<file path="src/rtl/bcg_pkg.sv">
package bcg_pkg;

  localparam int COL_W = 8;
  localparam int MODE_W = 8;
  localparam int CL_W = 3;
  localparam int LEN_W = 3;

  typedef struct packed {
    logic [LEN_W-1:0] len_log2;
    logic             full;
    logic             ilv;
  } burst_cfg_t;

  function automatic burst_cfg_t decode_cfg(logic [MODE_W-1:0] w);
    burst_cfg_t c;
    c.len_log2 = '0;
    c.full     = 1'b0;
    case (w[2:0])
      3'd0, 3'd1, 3'd2, 3'd3: c.len_log2 = w[2:0];
      3'd7:                   c.full = 1'b1;
      default:                c.len_log2 = '0;
    endcase
    c.ilv = w[3] & ~c.full;
    return c;
  endfunction

  function automatic logic [COL_W-1:0] len_mask(logic [LEN_W-1:0] l2);
    logic [15:0] one;
    one = 16'd1 << l2;
    return COL_W'(one - 16'd1);
  endfunction

  function automatic logic [COL_W-1:0] col_at(logic [COL_W-1:0] s,
                                              logic [COL_W-1:0] beat,
                                              burst_cfg_t c);
    logic [COL_W-1:0] m;
    m = len_mask(c.len_log2);
    if (c.full)     return s + beat;
    else if (c.ilv) return (s & ~m) | ((s ^ beat) & m);
    else            return (s & ~m) | ((s + beat) & m);
  endfunction

endpackage

</file>
<file path="src/rtl/bcg_mode_reg.sv">
module bcg_mode_reg
  import bcg_pkg::*;
(
  input  logic              clk,
  input  logic              rst_n,
  input  logic              load,
  input  logic [MODE_W-1:0] word,
  output burst_cfg_t        cfg,
  output logic [CL_W-1:0]   cas_lat
);

  logic [MODE_W-1:0] word_q;

  always_ff @(posedge clk) begin
    if (!rst_n)    word_q <= '0;
    else if (load) word_q <= word;
  end

  assign cfg     = decode_cfg(word_q);
  assign cas_lat = word_q[6:4];

  assert_full_not_ilv_R5: assert property (@(posedge clk) disable iff (!rst_n)
    cfg.full |-> !cfg.ilv);

  assert_cas_follows_load_R1: assert property (@(posedge clk) disable iff (!rst_n)
    load |=> cas_lat == $past(word[6:4]));

endmodule

</file>
<file path="src/rtl/bcg_seq.sv">
module bcg_seq
  import bcg_pkg::*;
(
  input  logic             clk,
  input  logic             rst_n,
  input  logic             start,
  input  logic [COL_W-1:0] start_col,
  input  logic             start_ap,
  input  logic             stop,
  input  burst_cfg_t       cfg_in,
  output logic [COL_W-1:0] col,
  output logic             col_valid,
  output logic             col_last,
  output logic             ap_req
);

  logic             active_q;
  logic [COL_W-1:0] beat_q;
  logic [COL_W-1:0] start_q;
  burst_cfg_t       cfg_q;
  logic             ap_q;
  logic             ap_req_q;

  // named internal events
  logic last_beat;
  logic burst_end;

  assign last_beat = active_q & ~cfg_q.full & (beat_q == len_mask(cfg_q.len_log2));
  assign burst_end = active_q & ~start & (stop | last_beat);

  always_ff @(posedge clk) begin
    if (!rst_n) begin
      active_q <= 1'b0;
      beat_q   <= '0;
      start_q  <= '0;
      cfg_q    <= '0;
      ap_q     <= 1'b0;
      ap_req_q <= 1'b0;
    end else begin
      ap_req_q <= burst_end & ap_q;
      if (start) begin
        active_q <= 1'b1;
        beat_q   <= '0;
        start_q  <= start_col;
        cfg_q    <= cfg_in;
        ap_q     <= start_ap;
      end else if (burst_end) begin
        active_q <= 1'b0;
      end else if (active_q) begin
        beat_q <= beat_q + 1'b1;
      end
    end
  end

  assign col       = col_at(start_q, beat_q, cfg_q);
  assign col_valid = active_q;
  assign col_last  = last_beat;
  assign ap_req    = ap_req_q;

  assert_first_beat_R2: assert property (@(posedge clk) disable iff (!rst_n)
    start |=> (col_valid && col == $past(start_col)));

  assert_linear_block_R3: assert property (@(posedge clk) disable iff (!rst_n)
    (col_valid && !cfg_q.full && !cfg_q.ilv) |->
      ((col & ~len_mask(cfg_q.len_log2)) == (start_q & ~len_mask(cfg_q.len_log2))));

  assert_full_no_last_R5: assert property (@(posedge clk) disable iff (!rst_n)
    (col_valid && cfg_q.full) |-> !col_last);

  assert_idle_after_last_R6: assert property (@(posedge clk) disable iff (!rst_n)
    (col_last && !start) |=> !col_valid);

  assert_stop_ends_R7: assert property (@(posedge clk) disable iff (!rst_n)
    (col_valid && stop && !start) |=> !col_valid);

  assert_ap_after_end_R8: assert property (@(posedge clk) disable iff (!rst_n)
    ap_req |-> ($past(col_valid) && !col_valid));

  assert_ap_single_R8: assert property (@(posedge clk) disable iff (!rst_n)
    ap_req |=> !ap_req);

  assert_last_valid_R11: assert property (@(posedge clk) disable iff (!rst_n)
    col_last |-> col_valid);

endmodule

</file>
<file path="src/rtl/burst_col_gen.sv">
module burst_col_gen
  import bcg_pkg::*;
(
  input  logic        clk,
  input  logic        rst_n,
  input  logic        mode_load,
  input  logic [7:0]  mode_word,
  input  logic        start,
  input  logic [7:0]  start_col,
  input  logic        start_ap,
  input  logic        stop,
  output logic [2:0]  cas_lat,
  output logic [7:0]  col,
  output logic        col_valid,
  output logic        col_last,
  output logic        ap_req
);

  burst_cfg_t cfg_w;

  bcg_mode_reg u_mode (
    .clk     (clk),
    .rst_n   (rst_n),
    .load    (mode_load),
    .word    (mode_word),
    .cfg     (cfg_w),
    .cas_lat (cas_lat)
  );

  bcg_seq u_seq (
    .clk       (clk),
    .rst_n     (rst_n),
    .start     (start),
    .start_col (start_col),
    .start_ap  (start_ap),
    .stop      (stop),
    .cfg_in    (cfg_w),
    .col       (col),
    .col_valid (col_valid),
    .col_last  (col_last),
    .ap_req    (ap_req)
  );

endmodule

</file>
<file path="config.mk">
export PLATFORM = sky130hd
export DESIGN_NAME = burst_col_gen
export DESIGN_NICKNAME = d
export VERILOG_FILES = /design/src/rtl/bcg_pkg.sv /design/src/rtl/bcg_mode_reg.sv /design/src/rtl/bcg_seq.sv /design/src/rtl/burst_col_gen.sv
export SDC_FILE = /design/constraint.sdc
export NUM_CORES = 1
export LEC_CHECK = 0
export BUFFER_PORTS_ARGS = -buffer_cell sky130_fd_sc_hd__buf_2
export CAP_MARGIN = 0
export CELL_PAD_IN_SITES_DETAIL_PLACEMENT = 1
export CELL_PAD_IN_SITES_GLOBAL_PLACEMENT = 2
export CORE_ASPECT_RATIO = 1.75
export CORE_MARGIN = 1
export CORE_UTILIZATION = 30
export DETAILED_ROUTE_END_ITERATION = 10
export PLACE_DENSITY = 0.78
export REMOVE_ABC_BUFFERS = 1
export SLEW_MARGIN = 15
export SYNTH_ARGS = -nofsm -noshare
export SYNTH_HDL_FRONTEND = slang
export SYNTH_SLANG_ARGS = --single-unit
</file>
<file path="constraint.sdc">
create_clock -name clk -period 5 [get_ports clk]
set_input_delay 0 -clock clk [delete_from_list [all_inputs] [get_ports clk]]
set_output_delay 0 -clock clk [all_outputs]
set_load 0.05 [all_outputs]
</file>
==> impl_metrics.ini, run 1 <==
[drt]
wl_met2_microns = 3210
wirelength_microns = 5770
met3_length_microns = 149
wire_per_inst_microns = 14.9
vias_per_cell = 5.11
via_count = 1971
met1_length_microns = 2310
drt_pass1_iterations = 4
postRouteAntennaNets = 0
drcViolationCount = 0
top_layer_used = met4
drt_iter0_drc = 65

[placement]
gp_congestion = 0.773
place_hpwl_microns = 4260
io_buffers = 34
dp.cells = 363
post_dp_cell_area_sq_um = 2400

[power_and_ir_drop]
finalPower_mw = 0.676
irDropWorstVdd_mv = 0.287
p_per_area_nw_per_um2 = 252
p_leak_nw = 1.08

[hold_path]
hold_end = u_seq.start_q[6]
hold_path.class = primary input to flip-flop
worstHoldPathCells = 3
hold_start = start_col[6]

[sta]
hold_viol = 1
rsz0062_at_grt = false
setup_viol = 0
slew_violations = 0
fin_skew_ps = 2.87
fin_crit_sh_pct = 62.8
tns_ps = 0
holdWs_ps = -2.33
tightest_slew_ps = 647
fmax_ghz = 0.318
relSlewSlack_pct = 56.8
layout_min_cycle_time_ps = 3140

[worst_setup_path]
critPathSlowestCell = nor4b_4
crit_family = simple AND/OR/NAND/NOR gates
critical_path_required_ps = 5000
slowest_delay_ps = 540
cp.arrival_ps = 3140
reg2reg_from = u_seq.cfg_q[4]
rrSetupSlack_ps = 2060
cp_max_fo = 17
cp_cell_sequence = or3_4, ha_1, o211a_2, a211oi_4, xnor2_1, nor4b_4, buf_2
crit_path_end_kind = primary output
reg2regPathDepth = 8
crit_type = flip-flop to primary output
startpoint_type = flip-flop
critical_path_buf_inv_count = 1
r2r-end = u_seq.col_valid

[clock_tree]
clk_pin_slew_ps = 50
clk_path_buf_depth = 2
cts_max_level = 2
clock_latency_ps = 280
numCtsBuffers = 5
cts_num_sinks = 31
cts_tree = done
cts-root-buf = clkbuf_16

[yosys]
synth_largest_area_cell = dfxtp_1
async_flop_share_pct = 0
yosys-top-cells-area = dfxtp_1 (28%), mux2i_1 (10%), nor2b_1 (5.7%)
synth_seq_cells = 31
synth_top_area_share_pct = 28.1
synth_area_sq_um = 2210
synth-edff-count = 0
syn_avg_cell_area_sq_um = 8.43
ys.flop_type = dfxtp_1
synthCells = 262
synthDistinctLibCells = 60
yosysSeqAreaShare_pct = 28.1
yosysWarnings = 0

[cells_and_area]
n_antenna_cell = 0
fin_area_sq_um = 2680
drive_gt1_share_pct = 17.0
fin_cells = 386
final_nets = 331
syn2layout_area_growth_pct = 21.5

[grt]
overflow = 0
grtUsageTotal_pct = 16.5
grt_start_max_net_pins = 24
grt_pass1_vias = 2027
grt_pass1_wl_microns = 9540
antenna_found_initial = 0

[floorplanning]
die_x_microns = 66.9
die-area_sq_um = 7720
ios = 36
core-area_sq_um = 7180
initial_utilization_pct = 30.7
die_h_microns = 116
rows = 41

[run_status]
violations = negative hold slack
outcome = finished with violations

[flow_run]
max_cap_violations = 0
[per-stage QoR]
step           worst slack [ps]  utilization (%)
2_1_floorplan              1880                -
3_3_place_gp               2070             33.4
3_5_place_dp               2040             33.4
4_1_cts                    1830             37.4
5_1_grt                    1590             37.4
6_report                   1860             37.4
[power by group]
part	total, mW	switching (mW)	internal, mW
logic	0.120	0.0711	0.0491
clock network	0.289	0.105	0.184
registers	0.267	0.00985	0.257
[worst reg2reg max path, stage by stage, from the launching register on]
cell,delay (ps)
dfxtp_1,470
or3_4,490
ha_1,320
o211a_2,210
a211oi_4,310
xnor2_1,150
nor4b_4,540
nor3b_2,150
o21a_1,190
[layout make-up]
type,instances,area [sq um]
clock buffer,7,133
clock inverter,1,5.00
fill,883,4500
inverter,11,41.3
multi-input combinational,200,1450
sequential,31,621
tap,86,108
timing repair buffer,50,328
[worst max path at each step]
stage | cells past startpoint | end | from
3_3_place_gp | 8 | u_seq.col_valid | u_seq.cfg_q[4]
5_1_grt | 8 | col_last | u_seq.cfg_q[4]
4_1_cts | 7 | col_last | u_seq.cfg_q[4]
6_report | 7 | col_last | u_seq.cfg_q[4]
2_1_floorplan | 8 | col[6] | u_seq.cfg_q[4]
3_5_place_dp | 8 | u_seq.col_valid | u_seq.cfg_q[4]
[layer usage]
layer  GRT usage (%)  vias up
met5               0        -
met1            17.4      939
li1                -     1007
met2            31.3       19
met4            6.38        0
met3            2.66        6
[synth_stat cells (3+ instances only)]
master	number
a211oi_1	3
a21oi_1	13
and2_1	5
buf_2	3
buf_4	5
clkbuf_1	12
dfxtp_1	31
ha_1	9
inv_1	11
mux2i_1	23
nand2_1	20
nand2b_1	6
nand3_1	4
nand4_1	3
nor2_1	14
nor2b_1	20
nor3_1	6
o21a_1	5
o21ai_0	9
o22ai_1	3
xnor2_1	3
xor2_1	5
[kinds of logic (layout without fill, tap and decap cells)]
group                      after synthesis  after routing  synth area share, %
xor gates and xnor gates                 9              9                 3.91
DFF                                     31             31                 28.1
AOI/OAI and AO/OA                       61             61                 19.5
buffers and inverters                   31             69                 6.29
adders and majority gates               10             10                 6.01
and+or+nand+nor                         96             96                 25.2
muxes                                   24             24                 10.9
[layout by cell type (no fill, tap or decap), types with 3 or more instances in the layout]
cell type / netlist / routed
buf_2: 3 / 34
dfxtp_1: 31 / 31
mux2i_1: 23 / 23
nor2b_1: 20 / 20
nand2_1: 20 / 20
dlygate4sd3_1: 0 / 15
nor2_1: 14 / 14
a21oi_1: 13 / 13
inv_1: 11 / 11
o21ai_0: 9 / 9
ha_1: 9 / 9
nor3_1: 6 / 6
nand2b_1: 6 / 6
o21a_1: 5 / 5
xor2_1: 5 / 5
and2_1: 5 / 5
clkbuf_16: 0 / 5
nand3_1: 4 / 4
a211oi_1: 3 / 3
xnor2_1: 3 / 3
o22ai_1: 3 / 3
nand4_1: 3 / 3
[registers in the layout, indices dropped and copies added (netlist names)]
register         cells
u_seq.ap_q           1
u_mode.word_q        7
u_seq.start_q        8
u_seq.ap_req         1
u_seq.col_valid      1
u_seq.beat_q         8
u_seq.cfg_q          5
[timing repair]
item	in CTS	in global routing
setup buffers	0	0
hold buffers	15	0
endpoints found under the hold margin	15	0
gates resized for setup	0	0
No activity file was read; power rests on OpenSTA's default activity.
==> run 2: changes to the inputs <==
Settings changed: ABC_AREA from default to 1, PLACE_DENSITY 0.78 to 0.84.
Clock period 5 ns to 3.1 ns, I/O delays scaled along.
==> impl_metrics.ini, run 2 <==
[run_status]
outcome = finished, final reports clean

[clock_tree]
clk_path_buf_depth = 2
clk_pin_slew_ps = 50
cts_tree = done
cts_max_level = 2
cts_setup_buffers = 0
numCtsBuffers = 5
cts-root-buf = clkbuf_16
cts_num_sinks = 31
clock_latency_ps = 280
ctsHoldBuffers = 14
cts_resized = 0

[sta]
rsz0062_at_grt = false
fin_crit_sh_pct = 81.1
slew_violations = 0
tns_ps = 0
fin_skew_ps = 4.33
setup_viol = 0
layout_min_cycle_time_ps = 2510
fmax_ghz = 0.398
relSlewSlack_pct = 49.3
hold_viol = 0
tightest_slew_ps = 760

[grt]
grt-busiest-layer = met2
grtUsageMet3_pct = 2.88
grt_pass1_vias = 2091
overflow = 0
grt_pass1_wl_microns = 9820
grt_start_max_net_pins = 20
grtUsageTotal_pct = 18.6
antenna_found_initial = 0
use_met1_pct = 18.6
grtUsageMet2_pct = 36.6

[yosys]
ys.flop_type = dfxtp_1
async_flop_share_pct = 0
syn_avg_cell_area_sq_um = 6.87
synth_largest_area_cell = dfxtp_1
yosysMostFrequentCell = nand2_1
synth-edff-count = 0
synth_top_area_share_pct = 30.8
yosys-top-cells-count = nand2_1 (69), dfxtp_1 (31), inv_1 (31), nand3_1 (31), o21ai_0 (25)
synth_seq_cells = 31
synthCells = 293
synthDistinctLibCells = 32
yosysWarnings = 0
synth_area_sq_um = 2010
yosysSeqAreaShare_pct = 30.8
yosys-top-cells-area = dfxtp_1 (31%), nand2_1 (13%), nand3_1 (7.7%)

[power_and_ir_drop]
p_per_area_nw_per_um2 = 482
combPwrFrac_pct = 17.2
swShare_pct = 27.8
clkPwrFrac_pct = 47.4
switchingPower_mw = 0.341
finalPower_mw = 1.23
p_int_mw = 0.885
irDropWorstVdd_mv = 0.353
p_leak_nw = 1.18
power_frac_seq_pct = 35.3

[drt]
via_count = 2029
vias_per_cell = 4.81
drcViolationCount = 0
wire_per_inst_microns = 14.0
wirelength_microns = 5900
drt_iter0_drc = 39
postRouteAntennaNets = 0
drt_pass1_iterations = 4

[floorplanning]
initial_utilization_pct = 31.0
core-area_sq_um = 6490
rows = 39
die-area_sq_um = 7050
die_h_microns = 110
die_x_microns = 63.9
ios = 36

[worst_setup_path]
cp_max_fo = 6
crit_path_end_kind = primary output
cp.arrival_ps = 2510
r2r-end = u_seq.beat_q[3]
reg2regPathDepth = 16
reg2reg_from = u_seq.cfg_q[4]
startpoint_type = flip-flop
critical_path_required_ps = 3100
rrSetupSlack_ps = 740
crit_type = flip-flop to primary output

[cells_and_area]
n_antenna_cell = 0
syn2layout_area_growth_pct = 26.4
drive_gt1_share_pct = 19.7
reg_top3 = u_seq.beat_q x8, u_seq.start_q x8, u_mode.word_q x7
final_common_cell = nand2_1
layout_common_cells = nand2_1 (69), buf_2 (34), inv_1 (31), nand3_1 (31), dfxtp_1 (31)
final_nets = 371

[placement]
io_buffers = 34
place_hpwl_microns = 4480
gp_congestion = 0.821

[hold_path]
hold_end = u_seq.start_q[6]
hold_path.class = primary input to flip-flop
worstHoldPathCells = 3
hold_start = start_col[6]

[flow_run]
max_cap_violations = 0
run 2: cell types whose count changed after synthesis, sizes merged, moves of 10 or more:
cell   before  now
inv        11   37
mux2i      23    1
nand2      20   74
nand3       4   31
nor2       14   24
nor2b      20    0
o21ai      10   26
run 2: how the worst max path moves through the flow:
| stage | slack [ps] | to | startpoint |
|---|---|---|---|
| finish | 590 | col[6] | u_seq.beat_q[0] |
| global route | 370 | col[6] | u_seq.beat_q[0] |
| CTS | 540 | col[6] | u_seq.beat_q[0] |
| detailed placement | 760 | u_seq.beat_q[3] | u_seq.cfg_q[4] |
| global placement | 800 | u_seq.beat_q[2] | u_seq.cfg_q[4] |
| floorplan | 860 | col[2] | u_seq.beat_q[0] |
run 2: cells by family after synthesis:
group / count (synthesis) / share of synthesized area (%)
compound gates: 53 / 15.4
flops: 31 / 30.8
xor+xnor: 12 / 5.22
buf+inv: 47 / 10.0
simple gates: 139 / 31.4
mux: 1 / 0.498
fa+ha+maj: 10 / 6.59
run 2: area by class of cell:
class / instances / area (sq um)
clock inverter: 2 / 35.0
inverter: 37 / 139
sequential: 31 / 621
clock buffer: 6 / 139
fill: 845 / 3950
timing repair buffer: 49 / 318
multi-input combinational: 215 / 1190
tap: 82 / 103
run 2: worst max-delay path: stages (launching register included):
cell and delay, ps:
dfxtp_1 430, ha_1 230, inv_1 70, fa_1 410
o21ai_1 230, nand2_1 80, nand2_1 70, a21oi_1 70
or2_1 230, nand3_1 70, nand2_1 50, nand2_1 50
nand2_1 40, buf_2 200
run 2: metal layers:
metal,part of all wire (%),vias up
met5,0,-
met4,2.5,0
met3,2.2,11
met2,55,36
met1,40,934
li1,-,1048
run 2: metrics by stage:
stage	hold WS, ps	area, sq um	setup slack [ps]	instances	util (%)
2_1_floorplan	130	1950	862	283	-
3_3_place_gp	222	2230	797	400	34.4
3_5_place_dp	230	2230	761	400	34.4
4_1_cts	6.35	2540	544	422	39.2
5_1_grt	57.1	2540	374	422	39.2
6_report	5.47	2540	585	422	39.2
run 2: power by group through the flow:
stage,combinational [mW],sequential (mW),clock [mW]
after floorplan,0.129,0.449,0
after global placement,0.196,0.440,0
after detailed placement,0.199,0.441,0
after CTS,0.213,0.432,0.591
after global routing,0.233,0.435,0.607
final,0.211,0.433,0.581
